**config.mk**
```make
export PLATFORM = sky130hd
export DESIGN_NAME = paged_reg_master
export DESIGN_NICKNAME = d
export VERILOG_FILES = /design/src/rtl/pram_pkg.sv /design/src/rtl/pram_page_cache.sv /design/src/rtl/pram_lanes.sv /design/src/rtl/pram_seq.sv /design/src/rtl/paged_reg_master.sv
export SDC_FILE = /design/constraint.sdc
export NUM_CORES = 1
export LEC_CHECK = 0
export CAP_MARGIN = 20
export CORE_MARGIN = 2
export CORE_UTILIZATION = 40
export DETAILED_ROUTE_END_ITERATION = 12
export HOLD_SLACK_MARGIN = 0.02
export PLACE_DENSITY = 0.71
export SYNTH_ARGS = -nofsm -noshare
export SYNTH_HDL_FRONTEND = slang
export SYNTH_HIERARCHICAL = 1
export SYNTH_SLANG_ARGS = --single-unit
```
**constraint.sdc**
```tcl
create_clock -name clk_i -period 3.3 [get_ports clk_i]
set_input_delay 0.66 -clock clk_i [delete_from_list [all_inputs] [get_ports clk_i]]
set_output_delay 0.66 -clock clk_i [all_outputs]
set_load 0.01 [all_outputs]
```
**src/rtl/pram_pkg.sv**
```systemverilog
package pram_pkg;
  localparam int MREG_W = 5;
  localparam logic [MREG_W-1:0] MREG_PAGE  = 5'h10;
  localparam logic [MREG_W-1:0] MREG_CMD   = 5'h11;
  localparam logic [MREG_W-1:0] MREG_DATA0 = 5'h18;

  typedef enum logic [2:0] {
    ST_IDLE, ST_PAGE, ST_WDATA, ST_CMD, ST_POLL, ST_GAP, ST_RDATA, ST_FIN
  } seq_state_e;

  // index of the most significant lane used by a width code
  function automatic int size_last_lane(input logic [2:0] sz, input int lanes);
    int l;
    case (sz)
      3'd0, 3'd1: l = 0;
      3'd2:       l = 1;
      3'd3:       l = 2;
      default:    l = 3;
    endcase
    return (l > lanes - 1) ? lanes - 1 : l;
  endfunction
endpackage

```
**src/rtl/pram_page_cache.sv**
```systemverilog
module pram_page_cache #(
  parameter int PAGE_W = 8
) (
  input  logic              clk_i,
  input  logic              rst_ni,
  input  logic [PAGE_W-1:0] cmp_page_i,
  input  logic              load_i,
  input  logic [PAGE_W-1:0] load_page_i,
  output logic              hit_o
);
  logic [PAGE_W-1:0] cur_q;

  always_ff @(posedge clk_i or negedge rst_ni) begin
    if (!rst_ni)     cur_q <= '1;
    else if (load_i) cur_q <= load_page_i;
  end

  assign hit_o = (cmp_page_i == cur_q);
endmodule

```
**src/rtl/pram_lanes.sv**
```systemverilog
module pram_lanes #(
  parameter int LANE_W    = 16,
  parameter int NUM_LANES = 4,
  localparam int DATA_W   = LANE_W * NUM_LANES,
  localparam int IDX_W    = (NUM_LANES > 1) ? $clog2(NUM_LANES) : 1
) (
  input  logic              clk_i,
  input  logic              rst_ni,
  input  logic              load_i,
  input  logic [DATA_W-1:0] wdata_i,
  input  logic              clr_i,
  input  logic              cap_i,
  input  logic              byte_only_i,
  input  logic [IDX_W-1:0]  idx_i,
  input  logic [LANE_W-1:0] lane_i,
  output logic [LANE_W-1:0] wlane_o,
  output logic [DATA_W-1:0] rdata_o
);
  logic [LANE_W-1:0] wd_q [NUM_LANES];
  logic [LANE_W-1:0] rd_q [NUM_LANES];

  for (genvar g = 0; g < NUM_LANES; g++) begin : g_lane
    always_ff @(posedge clk_i or negedge rst_ni) begin
      if (!rst_ni)     wd_q[g] <= '0;
      else if (load_i) wd_q[g] <= wdata_i[g*LANE_W +: LANE_W];
    end

    always_ff @(posedge clk_i or negedge rst_ni) begin
      if (!rst_ni)                                 rd_q[g] <= '0;
      else if (clr_i)                              rd_q[g] <= '0;
      else if (cap_i && (idx_i == IDX_W'(g))) begin
        if (byte_only_i) rd_q[g] <= {{(LANE_W-8){1'b0}}, lane_i[7:0]};
        else             rd_q[g] <= lane_i;
      end
    end

    assign rdata_o[g*LANE_W +: LANE_W] = rd_q[g];
  end

  assign wlane_o = wd_q[idx_i];
endmodule

```
**src/rtl/pram_seq.sv**
```systemverilog
module pram_seq
  import pram_pkg::*;
#(
  parameter int NUM_LANES  = 4,
  parameter int POLL_LIMIT = 5,
  parameter int GAP_W      = 8,
  localparam int IDX_W     = (NUM_LANES > 1) ? $clog2(NUM_LANES) : 1,
  localparam int PC_W      = $clog2(POLL_LIMIT + 1)
) (
  input  logic             clk_i,
  input  logic             rst_ni,
  input  logic             start_i,
  input  logic             write_i,
  input  logic [2:0]       size_i,
  input  logic             page_hit_i,
  input  logic [GAP_W-1:0] poll_gap_i,
  input  logic             ack_i,
  input  logic             err_i,
  input  logic [1:0]       busy_bits_i,
  output seq_state_e       state_o,
  output logic [IDX_W-1:0] idx_o,
  output logic             write_o,
  output logic             page_load_o,
  output logic             clr_o,
  output logic             cap_o,
  output logic             done_o,
  output logic             fail_o
);
  seq_state_e       st_q;
  logic [IDX_W-1:0] idx_q, last_q;
  logic [PC_W-1:0]  poll_q;
  logic [GAP_W-1:0] gap_q;
  logic             wr_q, err_q;
  logic             in_txn, ok_ack, still_busy, fail_ev, start_ok;

  assign in_txn     = (st_q == ST_PAGE) || (st_q == ST_WDATA) || (st_q == ST_CMD) ||
                      (st_q == ST_POLL) || (st_q == ST_RDATA);
  assign ok_ack     = ack_i && !err_i;
  assign still_busy = (busy_bits_i != 2'b00);
  assign start_ok   = start_i && (st_q == ST_IDLE);
  assign fail_ev    = (in_txn && ack_i && err_i) ||
                      ((st_q == ST_POLL) && ok_ack && still_busy &&
                       (poll_q == PC_W'(POLL_LIMIT - 1)));

  always_ff @(posedge clk_i or negedge rst_ni) begin
    if (!rst_ni) begin
      st_q   <= ST_IDLE;
      idx_q  <= '0;
      last_q <= '0;
      poll_q <= '0;
      gap_q  <= '0;
      wr_q   <= 1'b0;
      err_q  <= 1'b0;
    end else if (fail_ev) begin
      err_q <= 1'b1;
      st_q  <= ST_FIN;
    end else begin
      case (st_q)
        ST_IDLE: if (start_ok) begin
          wr_q   <= write_i;
          last_q <= IDX_W'(size_last_lane(size_i, NUM_LANES));
          idx_q  <= '0;
          poll_q <= '0;
          err_q  <= 1'b0;
          if (!page_hit_i) st_q <= ST_PAGE;
          else             st_q <= write_i ? ST_WDATA : ST_CMD;
        end
        ST_PAGE: if (ok_ack) st_q <= wr_q ? ST_WDATA : ST_CMD;
        ST_WDATA: if (ok_ack) begin
          if (idx_q == last_q) begin
            idx_q <= '0;
            st_q  <= ST_CMD;
          end else begin
            idx_q <= idx_q + 1'b1;
          end
        end
        ST_CMD: if (ok_ack) st_q <= ST_POLL;
        ST_POLL: if (ok_ack) begin
          if (!still_busy) begin
            idx_q <= '0;
            st_q  <= wr_q ? ST_FIN : ST_RDATA;
          end else begin
            poll_q <= poll_q + 1'b1;
            gap_q  <= poll_gap_i;
            st_q   <= ST_GAP;
          end
        end
        ST_GAP: begin
          if (gap_q == '0) st_q <= ST_POLL;
          else             gap_q <= gap_q - 1'b1;
        end
        ST_RDATA: if (ok_ack) begin
          if (idx_q == last_q) st_q <= ST_FIN;
          else                 idx_q <= idx_q + 1'b1;
        end
        ST_FIN:  st_q <= ST_IDLE;
        default: st_q <= ST_IDLE;
      endcase
    end
  end

  assign state_o     = st_q;
  assign idx_o       = idx_q;
  assign write_o     = wr_q;
  assign page_load_o = (st_q == ST_PAGE) && ok_ack;
  assign clr_o       = start_ok || fail_ev;
  assign cap_o       = (st_q == ST_RDATA) && ok_ack;
  assign done_o      = (st_q == ST_FIN);
  assign fail_o      = (st_q == ST_FIN) && err_q;
endmodule

```
**src/rtl/paged_reg_master.sv**
```systemverilog
module paged_reg_master
  import pram_pkg::*;
#(
  parameter int PAGE_W     = 8,
  parameter int OFS_W      = 8,
  parameter int LANE_W     = 16,
  parameter int NUM_LANES  = 4,
  parameter int POLL_LIMIT = 5,
  parameter int GAP_W      = 8,
  parameter int PHY_W      = 5,
  parameter int PHY_ADDR   = 30,
  localparam int DATA_W    = LANE_W * NUM_LANES,
  localparam int IDX_W     = (NUM_LANES > 1) ? $clog2(NUM_LANES) : 1
) (
  input  logic              clk_i,
  input  logic              rst_ni,
  input  logic              req_valid_i,
  input  logic [PAGE_W-1:0] req_page_i,
  input  logic [OFS_W-1:0]  req_ofs_i,
  input  logic              req_write_i,
  input  logic [2:0]        req_size_i,
  input  logic [DATA_W-1:0] req_wdata_i,
  input  logic [GAP_W-1:0]  poll_gap_i,
  output logic              busy_o,
  output logic              done_o,
  output logic              err_o,
  output logic [DATA_W-1:0] rdata_o,
  output logic              mgmt_req_o,
  output logic              mgmt_we_o,
  output logic [PHY_W-1:0]  mgmt_phy_o,
  output logic [MREG_W-1:0] mgmt_reg_o,
  output logic [LANE_W-1:0] mgmt_wdata_o,
  input  logic              mgmt_ack_i,
  input  logic              mgmt_err_i,
  input  logic [LANE_W-1:0] mgmt_rdata_i
);
  seq_state_e        st;
  logic [IDX_W-1:0]  idx;
  logic              wr, page_load, clr, cap, hit, start;
  logic [PAGE_W-1:0] page_q;
  logic [OFS_W-1:0]  ofs_q;
  logic              byte_q;
  logic [LANE_W-1:0] wlane;

  assign start = req_valid_i && !busy_o;

  always_ff @(posedge clk_i or negedge rst_ni) begin
    if (!rst_ni) begin
      page_q <= '0;
      ofs_q  <= '0;
      byte_q <= 1'b0;
    end else if (start) begin
      page_q <= req_page_i;
      ofs_q  <= req_ofs_i;
      byte_q <= (req_size_i == 3'd0);
    end
  end

  pram_page_cache #(.PAGE_W(PAGE_W)) u_cache (
    .clk_i      (clk_i),
    .rst_ni     (rst_ni),
    .cmp_page_i (req_page_i),
    .load_i     (page_load),
    .load_page_i(page_q),
    .hit_o      (hit)
  );

  pram_seq #(
    .NUM_LANES (NUM_LANES),
    .POLL_LIMIT(POLL_LIMIT),
    .GAP_W     (GAP_W)
  ) u_seq (
    .clk_i      (clk_i),
    .rst_ni     (rst_ni),
    .start_i    (start),
    .write_i    (req_write_i),
    .size_i     (req_size_i),
    .page_hit_i (hit),
    .poll_gap_i (poll_gap_i),
    .ack_i      (mgmt_ack_i),
    .err_i      (mgmt_err_i),
    .busy_bits_i(mgmt_rdata_i[1:0]),
    .state_o    (st),
    .idx_o      (idx),
    .write_o    (wr),
    .page_load_o(page_load),
    .clr_o      (clr),
    .cap_o      (cap),
    .done_o     (done_o),
    .fail_o     (err_o)
  );

  pram_lanes #(.LANE_W(LANE_W), .NUM_LANES(NUM_LANES)) u_lanes (
    .clk_i      (clk_i),
    .rst_ni     (rst_ni),
    .load_i     (start),
    .wdata_i    (req_wdata_i),
    .clr_i      (clr),
    .cap_i      (cap),
    .byte_only_i(byte_q),
    .idx_i      (idx),
    .lane_i     (mgmt_rdata_i),
    .wlane_o    (wlane),
    .rdata_o    (rdata_o)
  );

  assign busy_o     = (st != ST_IDLE);
  assign mgmt_phy_o = PHY_W'(PHY_ADDR);

  always_comb begin
    mgmt_req_o   = 1'b0;
    mgmt_we_o    = 1'b0;
    mgmt_reg_o   = MREG_CMD;
    mgmt_wdata_o = '0;
    case (st)
      ST_PAGE: begin
        mgmt_req_o   = 1'b1;
        mgmt_we_o    = 1'b1;
        mgmt_reg_o   = MREG_PAGE;
        mgmt_wdata_o = {page_q, {(LANE_W-PAGE_W-1){1'b0}}, 1'b1};
      end
      ST_WDATA: begin
        mgmt_req_o   = 1'b1;
        mgmt_we_o    = 1'b1;
        mgmt_reg_o   = MREG_DATA0 + MREG_W'(idx);
        mgmt_wdata_o = wlane;
      end
      ST_CMD: begin
        mgmt_req_o   = 1'b1;
        mgmt_we_o    = 1'b1;
        mgmt_wdata_o = {ofs_q, {(LANE_W-OFS_W-2){1'b0}}, ~wr, wr};
      end
      ST_POLL:  mgmt_req_o = 1'b1;
      ST_RDATA: begin
        mgmt_req_o = 1'b1;
        mgmt_reg_o = MREG_DATA0 + MREG_W'(idx);
      end
      default: ;
    endcase
  end
endmodule

```
==> impl_metrics.env <==
export IMPL_status="finished clean"
export IMPL_drc_errors=0
export IMPL_synth_edf_count=0
export IMPL_first_pass_iters=4
export IMPL_fin_nets=998
export IMPL_period_share_pct=95.91
export IMPL_ys_async_sr_fraction_pct=100.0
export IMPL_fin_tns_setup_ns=0
export IMPL_area_growth_pct=32.56
export IMPL_cp_required_ns=2.64
export IMPL_hold_viol_final=0
export IMPL_worstSetupEndpointType="output port"
export IMPL_finalSetupViolations=0
export IMPL_drt_wl_total_um=21450
export IMPL_multiInputGateArea_sq_um=3940
export IMPL_drt_iter0_markers=421
export IMPL_start_util_pct=40.93
export IMPL_syn_instance_count=684
export IMPL_skew_ns=0.009851
export IMPL_clk_latency_ns=0.43
export IMPL_synth_area_sq_um=8658
export IMPL_power_leakage_uw=0.005012
export IMPL_relSlewSlack_pct=59.45
export IMPL_start_kind="flop"
export IMPL_stdcell_count=1172
export IMPL_ios=208
export IMPL_seq_area_sq_um=4339
export IMPL_worst_hold_path_type="in2async"
export IMPL_coreArea_sq_um=21150
export IMPL_rsz0062_at_grt="false"
export IMPL_track_usage_pct=19.51
export IMPL_grt_max_degree=83
export IMPL_numCtsBuffers=17
export IMPL_synth_cell_types=54
export IMPL_synthFlopType="dfrtp_1"
export IMPL_die_area_sq_um=22840
export IMPL_post_dp_hpwl_um=15360
export IMPL_die_h_um=151.1
export IMPL_power_density_nw_per_um2=809.5
export IMPL_gr_total_overflow=0
export IMPL_timing_fmax_ghz=0.3160
export IMPL_antenna_found_initial=3
export IMPL_ys_ff_latch=173
export IMPL_fillCellCount=1871
export IMPL_p_total_uw=9291
export IMPL_placed_cells=1136
export IMPL_die_w_um=151.1
export IMPL_gp_congestion=0.8052
export IMPL_worst_pin_slew_ns=0.6082
export IMPL_via_count=6031
export IMPL_crit_path_max_incr_delay_ns=0.50
export IMPL_ant_nets=0
export IMPL_cpMaxStageDelayCell="mux4_2"
export IMPL_cts_sinks=173
export IMPL_placementRows=53
export IMPL_slew_violations=0
export IMPL_syn_area_per_cell_sq_um=12.66
export IMPL_ir_drop_mv=0.4149
export IMPL_crit_type="reg2out"
export IMPL_cap_violations=0
export IMPL_worstPathArrival_ns=2.51
export IMPL_drive_gt1_share_pct=22.71
export IMPL_grt_pass1_wl_um=34020
export IMPL_cts_root_buffer_cell="clkbuf_16"
export IMPL_vias_per_cell=5.146
export IMPL_io_buffers=200
export IMPL_cp_max_fo=11
export IMPL_clockBufferDepth=2
export IMPL_clkTransAtPathRegs_ns=0.07
export IMPL_wire_per_inst_um=18.30
export IMPL_yosys_warnings=6
export IMPL_seq_area_frac_synth_pct=50.12
export IMPL_tritoncts="built"
export IMPL_fin_crit_ns=3.165
export IMPL_htreeDepth=4
export IMPL_worstPathCellList="buf_12 -> mux4_2 -> mux2_2 -> a22oi_1 -> nor2_1 -> clkdlybuf4s50_1"
export IMPL_grt_pass1_vias=6118
==> kinds of logic (layout without fill, tap and decap cells) <==
logic type | count (synthesis) | count (layout) | synth area share [%]
flip-flops | 173 | 173 | 50.12
adder cells (fa/ha/maj) | 4 | 4 | 0.5781
XOR/XNOR | 10 | 10 | 1.012
AO/OA/AOI/OAI | 72 | 72 | 5.116
buffers and inverters | 64 | 269 | 4.725
other | 2 | 10 | 0.08674
AND/OR/NAND/NOR | 178 | 178 | 12.92
multiplexers | 181 | 181 | 25.45
==> per-stage QoR <==
step / worst slack, ns / util (%) / instance area (sq um) / hold slack (ns)
2_1_floorplan: 0.9621 / - / 8677 / 0.3644
3_3_place_gp: 0.3618 / 51.46 / 10890 / 0.4842
3_5_place_dp: 0.3099 / 51.46 / 10890 / 0.4924
4_1_cts: 0.04708 / 54.14 / 11450 / 0.2280
5_1_grt: 0.01235 / 54.22 / 11470 / 0.2353
6_report: 0.1350 / 54.26 / 11480 / 0.2020
==> registers in the layout, indices dropped and copies added (netlist names), 3 cells and up <==
register / flops
u_cache/cur_q: 8
ofs_q: 8
u_seq/state_o: 3
u_seq/poll_q: 3
page_q: 8
u_lanes/wd_q: 64
u_lanes/rdata_o: 64
u_seq/gap_q: 8
==> cell usage in the layout, fill, tap and decap left out, types with 6 or more instances in the layout <==
master / n
or3b_4: 8
mux4_2: 16
nand2_1: 20
mux2i_1: 66
conb_1: 7
nand3_1: 7
xnor2_1: 10
dfrtp_1: 165
and3_1: 9
nor2b_1: 6
inv_1: 13
a22oi_1: 9
nor2_1: 20
mux2_2: 81
mux2_4: 18
a31oi_1: 8
dfstp_2: 8
clkbuf_16: 17
o21ai_0: 17
buf_4: 20
a21oi_1: 19
clkdlybuf4s50_1: 199
nand2b_1: 76
==> repair_timing <==
action                                  4_1_cts  5_1_grt
hold buffers                                  0        0
gates resized for setup                       1        2
pin swaps                                     0        0
buffers inserted                              0        1
endpoints found under the setup margin        1        2
==> where the power goes <==
group	total, uW	switching, uW	internal, uW
Combinational	3830	1630	2200
Sequential	3510	574	2930
Clock	1950	897	1060
Total	9290	3100	6190
==> worst paths after layout <==
| path | startpoint | to | slack (ns) | cells past startpoint |
|---|---|---|---|---|
| max | u_seq/idx_o[0] | mgmt_wdata_o[15] | 0.13 | 6 |
| min | rst_ni | u_lanes/rdata_o[42] | 0.20 | 1 |
| max reg2reg | u_seq/state_o[2] | u_lanes/rdata_o[11] | 0.86 | 7 |
| min reg2reg | u_lanes/wd_q[23] | u_lanes/wd_q[23] | 0.50 | 1 |
| max in group asynchronous | rst_ni | u_cache/cur_q[3] | 2.33 | 2 |
| min in group clk_i | u_lanes/wd_q[23] | u_lanes/wd_q[23] | 0.50 | 1 |
==> cell usage after synthesis, types with 2 or more instances <==
| cell | count | area [sq um] |
|---|---|---|
| buf_4 | 13 | 97.59 |
| buf_2 | 11 | 55.05 |
| a22oi_1 | 9 | 67.56 |
| o21a_1 | 2 | 15.01 |
| mux4_2 | 16 | 360.4 |
| a31oi_1 | 8 | 50.05 |
| conb_1 | 2 | 7.510 |
| xnor2_1 | 10 | 87.58 |
| nand4_1 | 5 | 31.28 |
| nor2_1 | 20 | 75.07 |
| mux2_4 | 18 | 270.3 |
| clkbuf_1 | 15 | 56.30 |
| o31ai_1 | 2 | 15.01 |
| mux2i_1 | 66 | 660.6 |
| a31o_2 | 2 | 17.52 |
| mux2_2 | 81 | 912.1 |
| nor2b_1 | 6 | 37.54 |
| and3_1 | 9 | 56.30 |
| a21oi_1 | 19 | 95.09 |
| dfrtp_1 | 165 | 4129 |
| buf_6 | 9 | 101.4 |
| dfstp_2 | 8 | 210.2 |
| nand3b_1 | 4 | 30.03 |
| or3b_4 | 8 | 90.09 |
| buf_8 | 2 | 30.03 |
| or2_2 | 4 | 25.02 |
| and2_1 | 4 | 25.02 |
| nand2_1 | 20 | 75.07 |
| nand3_1 | 7 | 35.03 |
| o211ai_1 | 3 | 22.52 |
| nor3_1 | 4 | 20.02 |
| inv_1 | 13 | 48.80 |
| o21ai_0 | 17 | 85.08 |
| o22ai_1 | 3 | 18.77 |
| nand2b_1 | 77 | 481.7 |
| ha_1 | 4 | 50.05 |
==> per-layer routing <==
layer / routed length, um / up-vias / GRT usage (%)
li1: - / 2806 / -
met3: 1881 / 20 / 7.018
met1: 9568 / 3002 / 25.99
met4: 265 / 0 / 5.467
met2: 9736 / 203 / 30.16
met5: 0 / - / 0
==> worst max-delay path: cells and delay by family, from the launching register on <==
| family | cells | cell delay, ns |
|---|---|---|
| muxes | 2 | 0.79 |
| DFF | 1 | 0.39 |
| and+or+nand+nor | 1 | 0.10 |
| AOI/OAI and AO/OA | 1 | 0.14 |
| buffers and inverters | 2 | 0.66 |
==> final cells by class <==
| type | instances | share of cell area [%] |
|---|---|---|
| flip-flops and latches | 173 | 37.81 |
| repair buffers | 224 | 19.46 |
| clock inverters | 14 | 1.177 |
| clock buffers | 18 | 3.739 |
| inverters | 13 | 0.4252 |
| multi-input cells | 452 | 34.33 |
| diodes | 3 | 0.06541 |
| well taps | 275 | 2.998 |
Power figures use the tool's default switching activity.
